`config.mk`:
```
export PLATFORM = sky130hd
export DESIGN_NAME = bcd_string_unit
export DESIGN_NICKNAME = d
export VERILOG_FILES = /design/src/rtl/bcd_str_pkg.sv /design/src/rtl/bcd_byte_alu.sv /design/src/rtl/bcd_seq_ctrl.sv /design/src/rtl/bcd_string_unit.sv
export SDC_FILE = /design/constraint.sdc
export NUM_CORES = 1
export LEC_CHECK = 0
export ABC_AREA = 1
export BUFFER_PORTS_ARGS = -buffer_cell sky130_fd_sc_hd__buf_4
export CAP_MARGIN = 30
export CORE_ASPECT_RATIO = 1.5
export CORE_MARGIN = 2
export CORE_UTILIZATION = 35
export CTS_CLUSTER_DIAMETER = 60
export DETAILED_ROUTE_END_ITERATION = 10
export SLEW_MARGIN = 20
export SYNTH_ARGS = -nofsm -noshare
export SYNTH_HDL_FRONTEND = slang
export SYNTH_SLANG_ARGS = --single-unit
```
`constraint.sdc`:
```
create_clock -name clk_i -period 4.4 [get_ports clk_i]
set_input_delay 0.22 -clock clk_i [delete_from_list [all_inputs] [get_ports clk_i]]
set_output_delay 0.22 -clock clk_i [all_outputs]
set_load 0.1 [all_outputs]
```
`src/rtl/bcd_str_pkg.sv`:
```
package bcd_str_pkg;

  localparam logic [7:0] OPC_ADD = 8'h20;
  localparam logic [7:0] OPC_SUB = 8'h22;
  localparam logic [7:0] OPC_CMP = 8'h26;

  typedef enum logic [2:0] {
    ST_IDLE,
    ST_RD_SRC,
    ST_RD_DST,
    ST_EXEC,
    ST_FIN
  } seq_state_e;

  function automatic logic op_known(input logic [7:0] op);
    return (op == OPC_ADD) || (op == OPC_SUB) || (op == OPC_CMP);
  endfunction

  // {carry_or_borrow, digit}
  function automatic logic [4:0] digit_step(input logic [3:0] a, input logic [3:0] b,
                                            input logic cin, input logic sub);
    logic [4:0] t;
    if (!sub) begin
      t = {1'b0, a} + {1'b0, b} + {4'b0, cin};
      if (t > 5'd9) return {1'b1, t[3:0] + 4'd6};
      return {1'b0, t[3:0]};
    end else begin
      t = {1'b0, a} - {1'b0, b} - {4'b0, cin};
      if (t[4]) return {1'b1, t[3:0] - 4'd6};
      return {1'b0, t[3:0]};
    end
  endfunction

endpackage

```
`src/rtl/bcd_byte_alu.sv`:
```
module bcd_byte_alu #(
  parameter int DIGITS = 2,
  localparam int W = 4 * DIGITS
) (
  input  logic [W-1:0] dst_i,
  input  logic [W-1:0] src_i,
  input  logic         cin_i,
  input  logic         sub_i,
  output logic [W-1:0] res_o,
  output logic         cout_o
);
  import bcd_str_pkg::*;

  always_comb begin
    logic       c;
    logic [4:0] step;
    c     = cin_i;
    res_o = '0;
    for (int g = 0; g < DIGITS; g++) begin
      step          = digit_step(dst_i[4*g +: 4], src_i[4*g +: 4], c, sub_i);
      res_o[4*g +: 4] = step[3:0];
      c             = step[4];
    end
    cout_o = c;
  end

endmodule

```
`src/rtl/bcd_seq_ctrl.sv`:
```
module bcd_seq_ctrl #(
  parameter int AW = 16,
  parameter int CW = 8
) (
  input  logic          clk_i,
  input  logic          rst_ni,
  input  logic          go_i,
  input  logic [CW-1:0] nbytes_i,
  input  logic [AW-1:0] src_base_i,
  input  logic [AW-1:0] dst_base_i,
  input  logic          wr_en_i,
  output logic          mem_req_o,
  output logic          mem_we_o,
  output logic [AW-1:0] mem_addr_o,
  output logic          src_cap_o,
  output logic          exec_o,
  output logic          busy_o,
  output logic          done_o
);
  import bcd_str_pkg::*;

  seq_state_e    state_q;
  logic [CW-1:0] idx_q, nb_q;
  logic [AW-1:0] sbase_q, dbase_q;
  logic          wr_q;
  logic          last_byte;

  assign last_byte = (idx_q == nb_q - 1'b1);

  always_ff @(posedge clk_i or negedge rst_ni) begin
    if (!rst_ni) begin
      state_q <= ST_IDLE;
      idx_q   <= '0;
      nb_q    <= '0;
      sbase_q <= '0;
      dbase_q <= '0;
      wr_q    <= 1'b0;
    end else begin
      unique case (state_q)
        ST_IDLE: if (go_i) begin
          state_q <= ST_RD_SRC;
          idx_q   <= '0;
          nb_q    <= nbytes_i;
          sbase_q <= src_base_i;
          dbase_q <= dst_base_i;
          wr_q    <= wr_en_i;
        end
        ST_RD_SRC: state_q <= ST_RD_DST;
        ST_RD_DST: state_q <= ST_EXEC;
        ST_EXEC: begin
          idx_q   <= idx_q + 1'b1;
          state_q <= last_byte ? ST_FIN : ST_RD_SRC;
        end
        ST_FIN:  state_q <= ST_IDLE;
        default: state_q <= ST_IDLE;
      endcase
    end
  end

  always_comb begin
    mem_req_o  = (state_q == ST_RD_SRC) || (state_q == ST_RD_DST) ||
                 ((state_q == ST_EXEC) && wr_q);
    mem_we_o   = (state_q == ST_EXEC) && wr_q;
    mem_addr_o = ((state_q == ST_RD_SRC) ? sbase_q : dbase_q) + AW'(idx_q);
  end

  assign src_cap_o = (state_q == ST_RD_DST);
  assign exec_o    = (state_q == ST_EXEC);
  assign busy_o    = (state_q != ST_IDLE);
  assign done_o    = (state_q == ST_FIN);

endmodule

```
`src/rtl/bcd_string_unit.sv`:
```
module bcd_string_unit #(
  parameter int AW     = 16,
  parameter int CW     = 8,
  parameter int DIGITS = 2,
  localparam int DW    = 4 * DIGITS
) (
  input  logic          clk_i,
  input  logic          rst_ni,
  input  logic          start_i,
  input  logic [7:0]    op_i,
  input  logic [CW-1:0] count_i,
  input  logic [AW-1:0] src_addr_i,
  input  logic [AW-1:0] dst_addr_i,
  output logic          mem_req_o,
  output logic          mem_we_o,
  output logic [AW-1:0] mem_addr_o,
  output logic [DW-1:0] mem_wdata_o,
  input  logic [DW-1:0] mem_rdata_i,
  output logic          busy_o,
  output logic          done_o,
  output logic          carry_o,
  output logic          zero_o
);
  import bcd_str_pkg::*;

  logic          accept;
  logic [CW:0]   cnt_rnd;
  logic [CW-1:0] nbytes;
  logic          src_cap, exec;
  logic          sub_q, carry_q, zero_q;
  logic [DW-1:0] src_q, alu_res;
  logic          alu_cout;

  // digits per byte: round count up to whole bytes
  assign cnt_rnd = {1'b0, count_i} + (CW+1)'(DIGITS - 1);
  assign nbytes  = CW'(cnt_rnd / (CW+1)'(DIGITS));
  assign accept  = start_i && !busy_o && op_known(op_i) && (count_i != '0);

  bcd_seq_ctrl #(.AW(AW), .CW(CW)) u_ctrl (
    .clk_i      (clk_i),
    .rst_ni     (rst_ni),
    .go_i       (accept),
    .nbytes_i   (nbytes),
    .src_base_i (src_addr_i),
    .dst_base_i (dst_addr_i),
    .wr_en_i    (op_i != OPC_CMP),
    .mem_req_o  (mem_req_o),
    .mem_we_o   (mem_we_o),
    .mem_addr_o (mem_addr_o),
    .src_cap_o  (src_cap),
    .exec_o     (exec),
    .busy_o     (busy_o),
    .done_o     (done_o)
  );

  bcd_byte_alu #(.DIGITS(DIGITS)) u_alu (
    .dst_i  (mem_rdata_i),
    .src_i  (src_q),
    .cin_i  (carry_q),
    .sub_i  (sub_q),
    .res_o  (alu_res),
    .cout_o (alu_cout)
  );

  always_ff @(posedge clk_i or negedge rst_ni) begin
    if (!rst_ni) begin
      sub_q   <= 1'b0;
      carry_q <= 1'b0;
      zero_q  <= 1'b0;
      src_q   <= '0;
    end else begin
      if (accept) begin
        sub_q   <= (op_i != OPC_ADD);
        carry_q <= 1'b0;
        zero_q  <= 1'b1;
      end
      if (src_cap) src_q <= mem_rdata_i;
      if (exec) begin
        carry_q <= alu_cout;
        zero_q  <= zero_q && (alu_res == '0);
      end
    end
  end

  assign mem_wdata_o = alu_res;
  assign carry_o     = carry_q;
  assign zero_o      = zero_q;

endmodule

```
Word-level counts from Yosys, hierarchy flattened --
Cells that the tools add are included.
Storage, ports and cells: flip-flop bits (word level) 63, input bits 59, output and inout port bits 30
Operators by class: add/subtract/negate cells 16, order comparisons 2, equality and inequality tests 11, multiplexer cells 28, reductions and logical operators 18
Operators by type and width (number):
- 5-bit two-way mux | 10
- 8-bit by 6-bit equality test with 1-bit output (second input constant) | 3
- 16-bit by 8-bit adder with 16-bit output | 1
- 16-bit two-way mux | 1
- 8-bit by 6-bit inequality test with 1-bit output (second input constant) | 2
- 8-bit one-hot mux with 2 select lines | 1
- 1-bit two-way mux | 12
- 3-bit one-hot mux with 4 select lines | 1
- 4-bit by 4-bit adder with 5-bit output | 2
- 5-bit by 1-bit adder with 5-bit output | 2
- 5-bit by 4-bit > comparator with 1-bit output (second input constant) | 2
- 4-bit by 4-bit subtractor with 5-bit output | 2
- 5-bit by 1-bit subtractor with 5-bit output | 2
- 8-bit by 1-bit adder with 9-bit output (second input constant) | 1
- 4-bit by 3-bit adder with 4-bit output (second input constant) | 2
- 8-bit by 1-bit adder with 8-bit output (second input constant) | 1
- 8-bit equality test | 1
- 8-bit logical NOT | 1
- 8-bit two-way mux | 1
- 8-bit nonzero test | 1
- 4-bit by 3-bit subtractor with 4-bit output (second input constant) | 2
- 8-bit by 1-bit subtractor with 8-bit output (second input constant) | 1
- 3-bit by 2-bit equality test with 1-bit output (second input constant) | 2
- 3-bit two-way mux | 2
- other kinds (10) | 19

Logic depth before layout (Yosys ltp) --
word-level depth 16, mapped depth 35, depth with buffers taken out 35

Cells and area by module --
A second synthesis with hierarchy kept.
Second synthesis, totals: cells, all modules 711, area, all modules 4993.5 µm²
By module, submodules not included:
- bcd_seq_ctrl | instances 1, cells an instance 431, area an instance 3183.1 µm², seq. area each 1301.2 µm²
- bcd_byte_alu | instances 1, cells an instance 194, area an instance 1118.6 µm², seq. area each 0.0 µm²
- bcd_string_unit | instances 1, cells an instance 86, area an instance 691.9 µm², seq. area each 275.3 µm²

Worst setup path after synthesis --
OpenSTA, ideal clock, no wires.
path type reg2reg, start register carry_q (netlist: carry_o), end register zero_q (netlist: zero_o), arrival time 5.223 ns, data required time 4.279 ns, path slack -0.944 ns, stages on the path, launching flop included 31, buffers on the path 0, cells stage by stage dfrtp_1 -> fa_1 -> fa_1 -> inv_1 -> ha_1 -> inv_1 -> a21oi_1 -> a21oi_2 -> nand2_2 -> nand2_4 -> nand2_1 -> o21ai_0 -> inv_1 -> fa_1 -> inv_1 -> fa_1 -> inv_1 -> ha_1 -> nand2_1 -> nand2_1 -> inv_1 -> nand3_2 -> nand2_2 -> nand2_1 -> nand3_1 -> nand2_1 -> nor2_1 -> nand2_1 -> nor2_1 -> nor2_1 -> nor2_1
On the way: cells in the longest elaborated chain, start to end 15
Ends and longest elaborated chain:
- from (decl) | RTL line bcd_string_unit.sv:30 | logic sub_q, carry_q, zero_q;
- from (signal assigned) | RTL line bcd_string_unit.sv:79 | carry_q <= alu_cout;
- 5-bit by 1-bit adder with 5-bit output | RTL line bcd_str_pkg.sv:24 | t = {1'b0, a} + {1'b0, b} + {4'b0, cin};
- 5-bit by 4-bit > comparator with 1-bit output | RTL line bcd_str_pkg.sv:25 | if (t > 5'd9) return {1'b1, t[3:0] + 4'd6};
- 1-bit two-way mux | RTL line bcd_str_pkg.sv:25
- 1-bit two-way mux | RTL line bcd_str_pkg.sv:23 | if (!sub) begin
- 5-bit two-way mux | RTL line bcd_str_pkg.sv:26 | return {1'b0, t[3:0]};
- 5-bit two-way mux (*) | RTL line bcd_str_pkg.sv:23
- 5-bit by 1-bit adder with 5-bit output | RTL line bcd_str_pkg.sv:24
- 5-bit by 4-bit > comparator with 1-bit output | RTL line bcd_str_pkg.sv:25
- 1-bit two-way mux | RTL line bcd_str_pkg.sv:25
- 1-bit two-way mux | RTL line bcd_str_pkg.sv:23
- 5-bit two-way mux | RTL line bcd_str_pkg.sv:26
- 5-bit two-way mux (*) | RTL line bcd_str_pkg.sv:23
- via mem_wdata_o[5] | RTL line bcd_string_unit.sv:17 | output logic [DW-1:0] mem_wdata_o,
- 8-bit logical NOT (*) | RTL line bcd_string_unit.sv:80 | zero_q <= zero_q && (alu_res == '0);
- 1-bit logical AND (*) | RTL line bcd_string_unit.sv:80
- 1-bit two-way mux (*) | RTL line bcd_string_unit.sv:78 | if (exec) begin
- to (signal assigned) | RTL line bcd_string_unit.sv:80
- to (decl) | RTL line bcd_string_unit.sv:30
Mark *: on every way through the listed nets, which the timed path passes. The rest lies on a longest branch. The select of a mux whose other input is x is not followed. A chain may end at the register's enable or synchronous reset.

Worst setup path in the final report --
start register carry_q (netlist: carry_o), end output mem_wdata_o[5]
On the way: cells in the longest elaborated chain, start to end 12
Ends and longest elaborated chain (RTL line):
- 5-bit by 1-bit adder with 5-bit output | bcd_str_pkg.sv:24
- 5-bit by 4-bit > comparator with 1-bit output | bcd_str_pkg.sv:25
- 1-bit two-way mux | bcd_str_pkg.sv:25
- 1-bit two-way mux | bcd_str_pkg.sv:23
- 5-bit two-way mux | bcd_str_pkg.sv:26
- 5-bit two-way mux (*) | bcd_str_pkg.sv:23
- 5-bit by 1-bit adder with 5-bit output | bcd_str_pkg.sv:24
- 5-bit by 4-bit > comparator with 1-bit output | bcd_str_pkg.sv:25
- 1-bit two-way mux | bcd_str_pkg.sv:25
- 1-bit two-way mux | bcd_str_pkg.sv:23
- 5-bit two-way mux | bcd_str_pkg.sv:26
- 5-bit two-way mux (*) | bcd_str_pkg.sv:23
- to (decl) | bcd_string_unit.sv:17
Mark *: on every way between the ends. The rest lies on a longest branch, timed or not. The select of a mux whose other input is x is not followed.

==> reports/summary.md <==
The number of unique standard cell types used by synthesis is 47, and the maximum operating frequency is 0.218 GHz. By area the synthesized netlist is led by sky130_fd_sc_hd__dfrtp_1 34%, sky130_fd_sc_hd__nand2_1 15%, sky130_fd_sc_hd__ha_1 8.8%. The initial standard-cell utilization of the core was 35.9%; the sequential fraction of the synthesis area was 33.5%. The global-route wire length before repair came out at 19500 µm.

The number of antenna violations at the first check in global routing is 0. For this block, the routed nets add up to 11500 µm of wire. Counting flops with an async set or reset pin after synthesis yields a share of 100%. After clock tree synthesis, the clock-pin slew on the worst setup and hold paths is 0.05 ns. The worst max-slew margin expressed relative to the limit is 45.3%. Setup violations remaining at the end of the flow were counted as 4. Across the run, the number of max-cap violations was 0.

The slack of the critical path is -0.187 ns. The number of iterations in the first detailed-routing pass is 4, and the number of nets in the final layout is 829. Buffers placed on the I/O ports in this run total 88. Kind of critical path: reg -> out.

The global router's overall resource usage was 16.5%. The startpoint identified for the worst register-to-register timing path is carry_o. The most used flip-flop cell after synthesis is sky130_fd_sc_hd__dfrtp_1. Final max-slew violation count: 0. Clock tree root driver cell: sky130_fd_sc_hd__clkbuf_16.

In this run the worst setup path begins at carry_o. For the final core utilization, the log shows 47.0%. The worst setup path is launched from a register. The final critical path time including I/O delays and setup came out at 4.59 ns. The finished cells cover 6150 µm². STA classifies the critical path endpoint as an output port. The endpoint required time on the critical path is 4.18 ns.

Entering global routing, the biggest net connects 64 pins. TritonCTS built the clock tree. In the finished design, the share of the clock period the worst path needs comes to 104%. Buffers inserted during clock tree synthesis total 9. The number of sinks on the clock net is 63.

Maximum single-stage delay on the critical path: 0.56 ns. The run gives -0.486 ns as the final-layout setup total negative slack. The clock reaches the later pin of the worst-skew pair after 0.33 ns. Setup repair after global routing could not meet its margin everywhere.

The cell type with the highest occurrence count on the critical path is sky130_fd_sc_hd__inv_2. The run finished, with violations left. The top cell types in the final layout, fill and taps aside, are 181 x sky130_fd_sc_hd__nand2_1, 105 x sky130_fd_sc_hd__buf_4, 70 x sky130_fd_sc_hd__inv_1, 62 x sky130_fd_sc_hd__dfrtp_1, 42 x sky130_fd_sc_hd__nor2_1. The Yosys step of the flow raised 0 warnings. The synthesized design contains 0 enable-type register cells. The die boundary width was 98.6 µm. Counting every instance in the synthesized netlist gives 622. After the first detailed-routing iteration, the DRC count stood at 121. The path class of the tightest hold or removal check is in -> async. After detailed routing, the average wire length per cell comes to 12.9 µm. The die is 146 µm tall. Area after detailed placement: 5630 µm². When the netlist entered floorplanning its net count stood at 723.

The setup check on the worst reg-to-reg path leaves a slack of 0 ns. The final reports fail on negative hold slack, negative setup slack. The count of final hold-check violations came out at 24.

The combined area of the multi-input logic cells was 2880 µm²; the average size of a mapped cell was 7.56 µm². In this run, post-CTS hold repair placed 0 buffers. The run gives 0 as the remaining number of nets flagged by the antenna check after routing. Along the worst path, the maximum fanout reaches 3.

Cells with a size suffix above 1 make up 27.7% of the layout. The number of global-route vias before repair is 4347, and the row count is 51. The sequential cells in the finished layout cover a total of 1580 µm². The layout has 1294 filler cells. After global routing the overflow that remains totals 0. Using the TritonRoute via totals, the vias-per-cell ratio works out to 4.74. After floorplanning, the core was sized to cover 13100 µm². The slowest cell on the critical path was sky130_fd_sc_hd__fa_2. For the pin with the worst max-slew slack, the measured transition is 0.821 ns. For the floorplan die area, the log shows 14400 µm². Between clock sinks in the finished design, the worst skew comes to 0.00588 ns.

The netlist area before placement is 4700 µm². Routability-driven placement finished with a final weighted congestion of 0.850. The number of antenna diodes came out at 0. Data arrives at the worst endpoint at 4.37 ns. For the maximum number of buffers from clock root to sink, the log shows 2. The largest total area in the synthesized netlist belongs to sky130_fd_sc_hd__dfrtp_1.

In this run the critical register-to-register path is captured at zero_o. Total number of vias: 4229. Counting cells, the worst reg-to-reg path comes to 30.

The clock tree synthesis step divided the H-tree into 3 levels. Counting both buffers and inverters, the worst setup path holds a total of 7. The synthesized design devotes to its leading area cell type 33.5% of total area. Tightest hold margin: -0.0216 ns.

In the routed design, unresolved DRC markers number 0. The final HPWL from detailed placement is 8740 µm. The cell type group with the largest total delay on the critical path is adder cells. The number of I/O pins was 89; the layout overhead on the synthesized area was 30.8%.

The synthesized design contains 63 register bits. The most frequent standard cell in the layout excluding fill and tap cells was sky130_fd_sc_hd__nand2_1.
-- cell usage after synthesis (2+ instances only) --
| cell type | n |
|---|---|
| sky130_fd_sc_hd__nand2_1 | 192 |
| sky130_fd_sc_hd__inv_1 | 78 |
| sky130_fd_sc_hd__dfrtp_1 | 63 |
| sky130_fd_sc_hd__nor2_1 | 43 |
| sky130_fd_sc_hd__ha_1 | 33 |
| sky130_fd_sc_hd__nand3_1 | 31 |
| sky130_fd_sc_hd__a21oi_1 | 21 |
| sky130_fd_sc_hd__o21ai_0 | 20 |
| sky130_fd_sc_hd__xor2_1 | 20 |
| sky130_fd_sc_hd__nand2_2 | 13 |
| sky130_fd_sc_hd__o21ai_1 | 12 |
| sky130_fd_sc_hd__xnor2_1 | 12 |
| sky130_fd_sc_hd__fa_1 | 9 |
| sky130_fd_sc_hd__buf_2 | 8 |
| sky130_fd_sc_hd__mux2_2 | 8 |
| sky130_fd_sc_hd__inv_2 | 6 |
| sky130_fd_sc_hd__nor4_1 | 4 |
| sky130_fd_sc_hd__a21oi_2 | 3 |
| sky130_fd_sc_hd__buf_4 | 3 |
| sky130_fd_sc_hd__nand2_4 | 3 |
| sky130_fd_sc_hd__nand3b_1 | 3 |
| sky130_fd_sc_hd__nor2_2 | 3 |
| sky130_fd_sc_hd__nor3_1 | 3 |
| sky130_fd_sc_hd__a22o_1 | 2 |
| sky130_fd_sc_hd__a22oi_1 | 2 |
| sky130_fd_sc_hd__clkinv_1 | 2 |
| sky130_fd_sc_hd__nand3_2 | 2 |
| sky130_fd_sc_hd__nand4_1 | 2 |
| sky130_fd_sc_hd__o211ai_1 | 2 |
| sky130_fd_sc_hd__o22ai_1 | 2 |
-- flip-flops by register name, indices dropped and copies added, names as in the netlist --
name	flops
u_ctrl.dbase_q	16
u_ctrl.sbase_q	16
u_ctrl.nb_q	8
zero_o	1
u_ctrl.state_q	3
u_ctrl.idx_q	8
carry_o	1
src_q	8
u_ctrl.wr_q	1
sub_q	1
-- repair_timing --
| item | in CTS | in global routing |
|---|---|---|
| pin swaps | 11 | 6 |
| buffers inserted | 6 | 7 |
| gates resized for setup | 12 | 17 |
| endpoints found under the setup margin | 4 | 5 |
-- area by class of cell --
class,count,area share [%]
tap,159,3.23
clock inverter,7,1.59
sequential,63,25.7
multi-input combinational,460,46.8
clock buffer,9,3.66
inverter,86,5.25
timing repair buffer,108,13.8
-- logic make-up (layout without fill, tap and decap cells) --
family | count (synthesis) | count (layout) | synth area share (%)
buffers and inverters | 99 | 210 | 8.52
multiplexers | 10 | 10 | 2.42
adder cells (fa/ha/maj) | 42 | 42 | 12.6
XOR/XNOR | 32 | 32 | 5.96
flip-flops | 63 | 63 | 33.5
AND/OR/NAND/NOR | 305 | 305 | 28.1
AO/OA/AOI/OAI | 71 | 71 | 8.81
-- worst register-to-register path: cells and delay by family (launching register included) --
kind,cells,cell delay [ns]
flops,1,0.48
fa+ha+maj,6,2.00
simple gates,14,1.10
buf+inv,7,0.51
compound gates,3,0.22
-- per-stage QoR --
step,hold WS (ns),setup slack [ns],cells
floorplan,-0.0756,-0.151,622
global placement,0.363,-0.00917,863
detailed placement,0.369,-0.128,863
CTS,0.00962,-0.204,885
global route,0.0576,-0.398,892
finish,-0.0216,-0.187,892
-- routing by layer --
metal	routed length (µm)	up-vias	GRT usage (%)	part of all wire, %
met5	0	-	0	0
met4	238	0	6.10	2.1
met3	483	21	3.07	4.2
met2	6030	91	30.0	52
met1	4760	1950	19.0	41
li1	-	2167	-	-
-- worst max-delay path by stage --
stage	end	slack, ns	cells after the start
after detailed placement	mem_wdata_o[5]	-0.13	26
after floorplan	zero_o	-0.15	30
final	mem_wdata_o[5]	-0.19	26
after global placement	mem_wdata_o[5]	-0.009	26
after global routing	mem_wdata_o[5]	-0.40	26
after CTS	mem_wdata_o[5]	-0.20	26
Power is left out: the tool's default activity adds up to more than one toggle a clock period on the data nets, which glitch-free logic cannot reach.
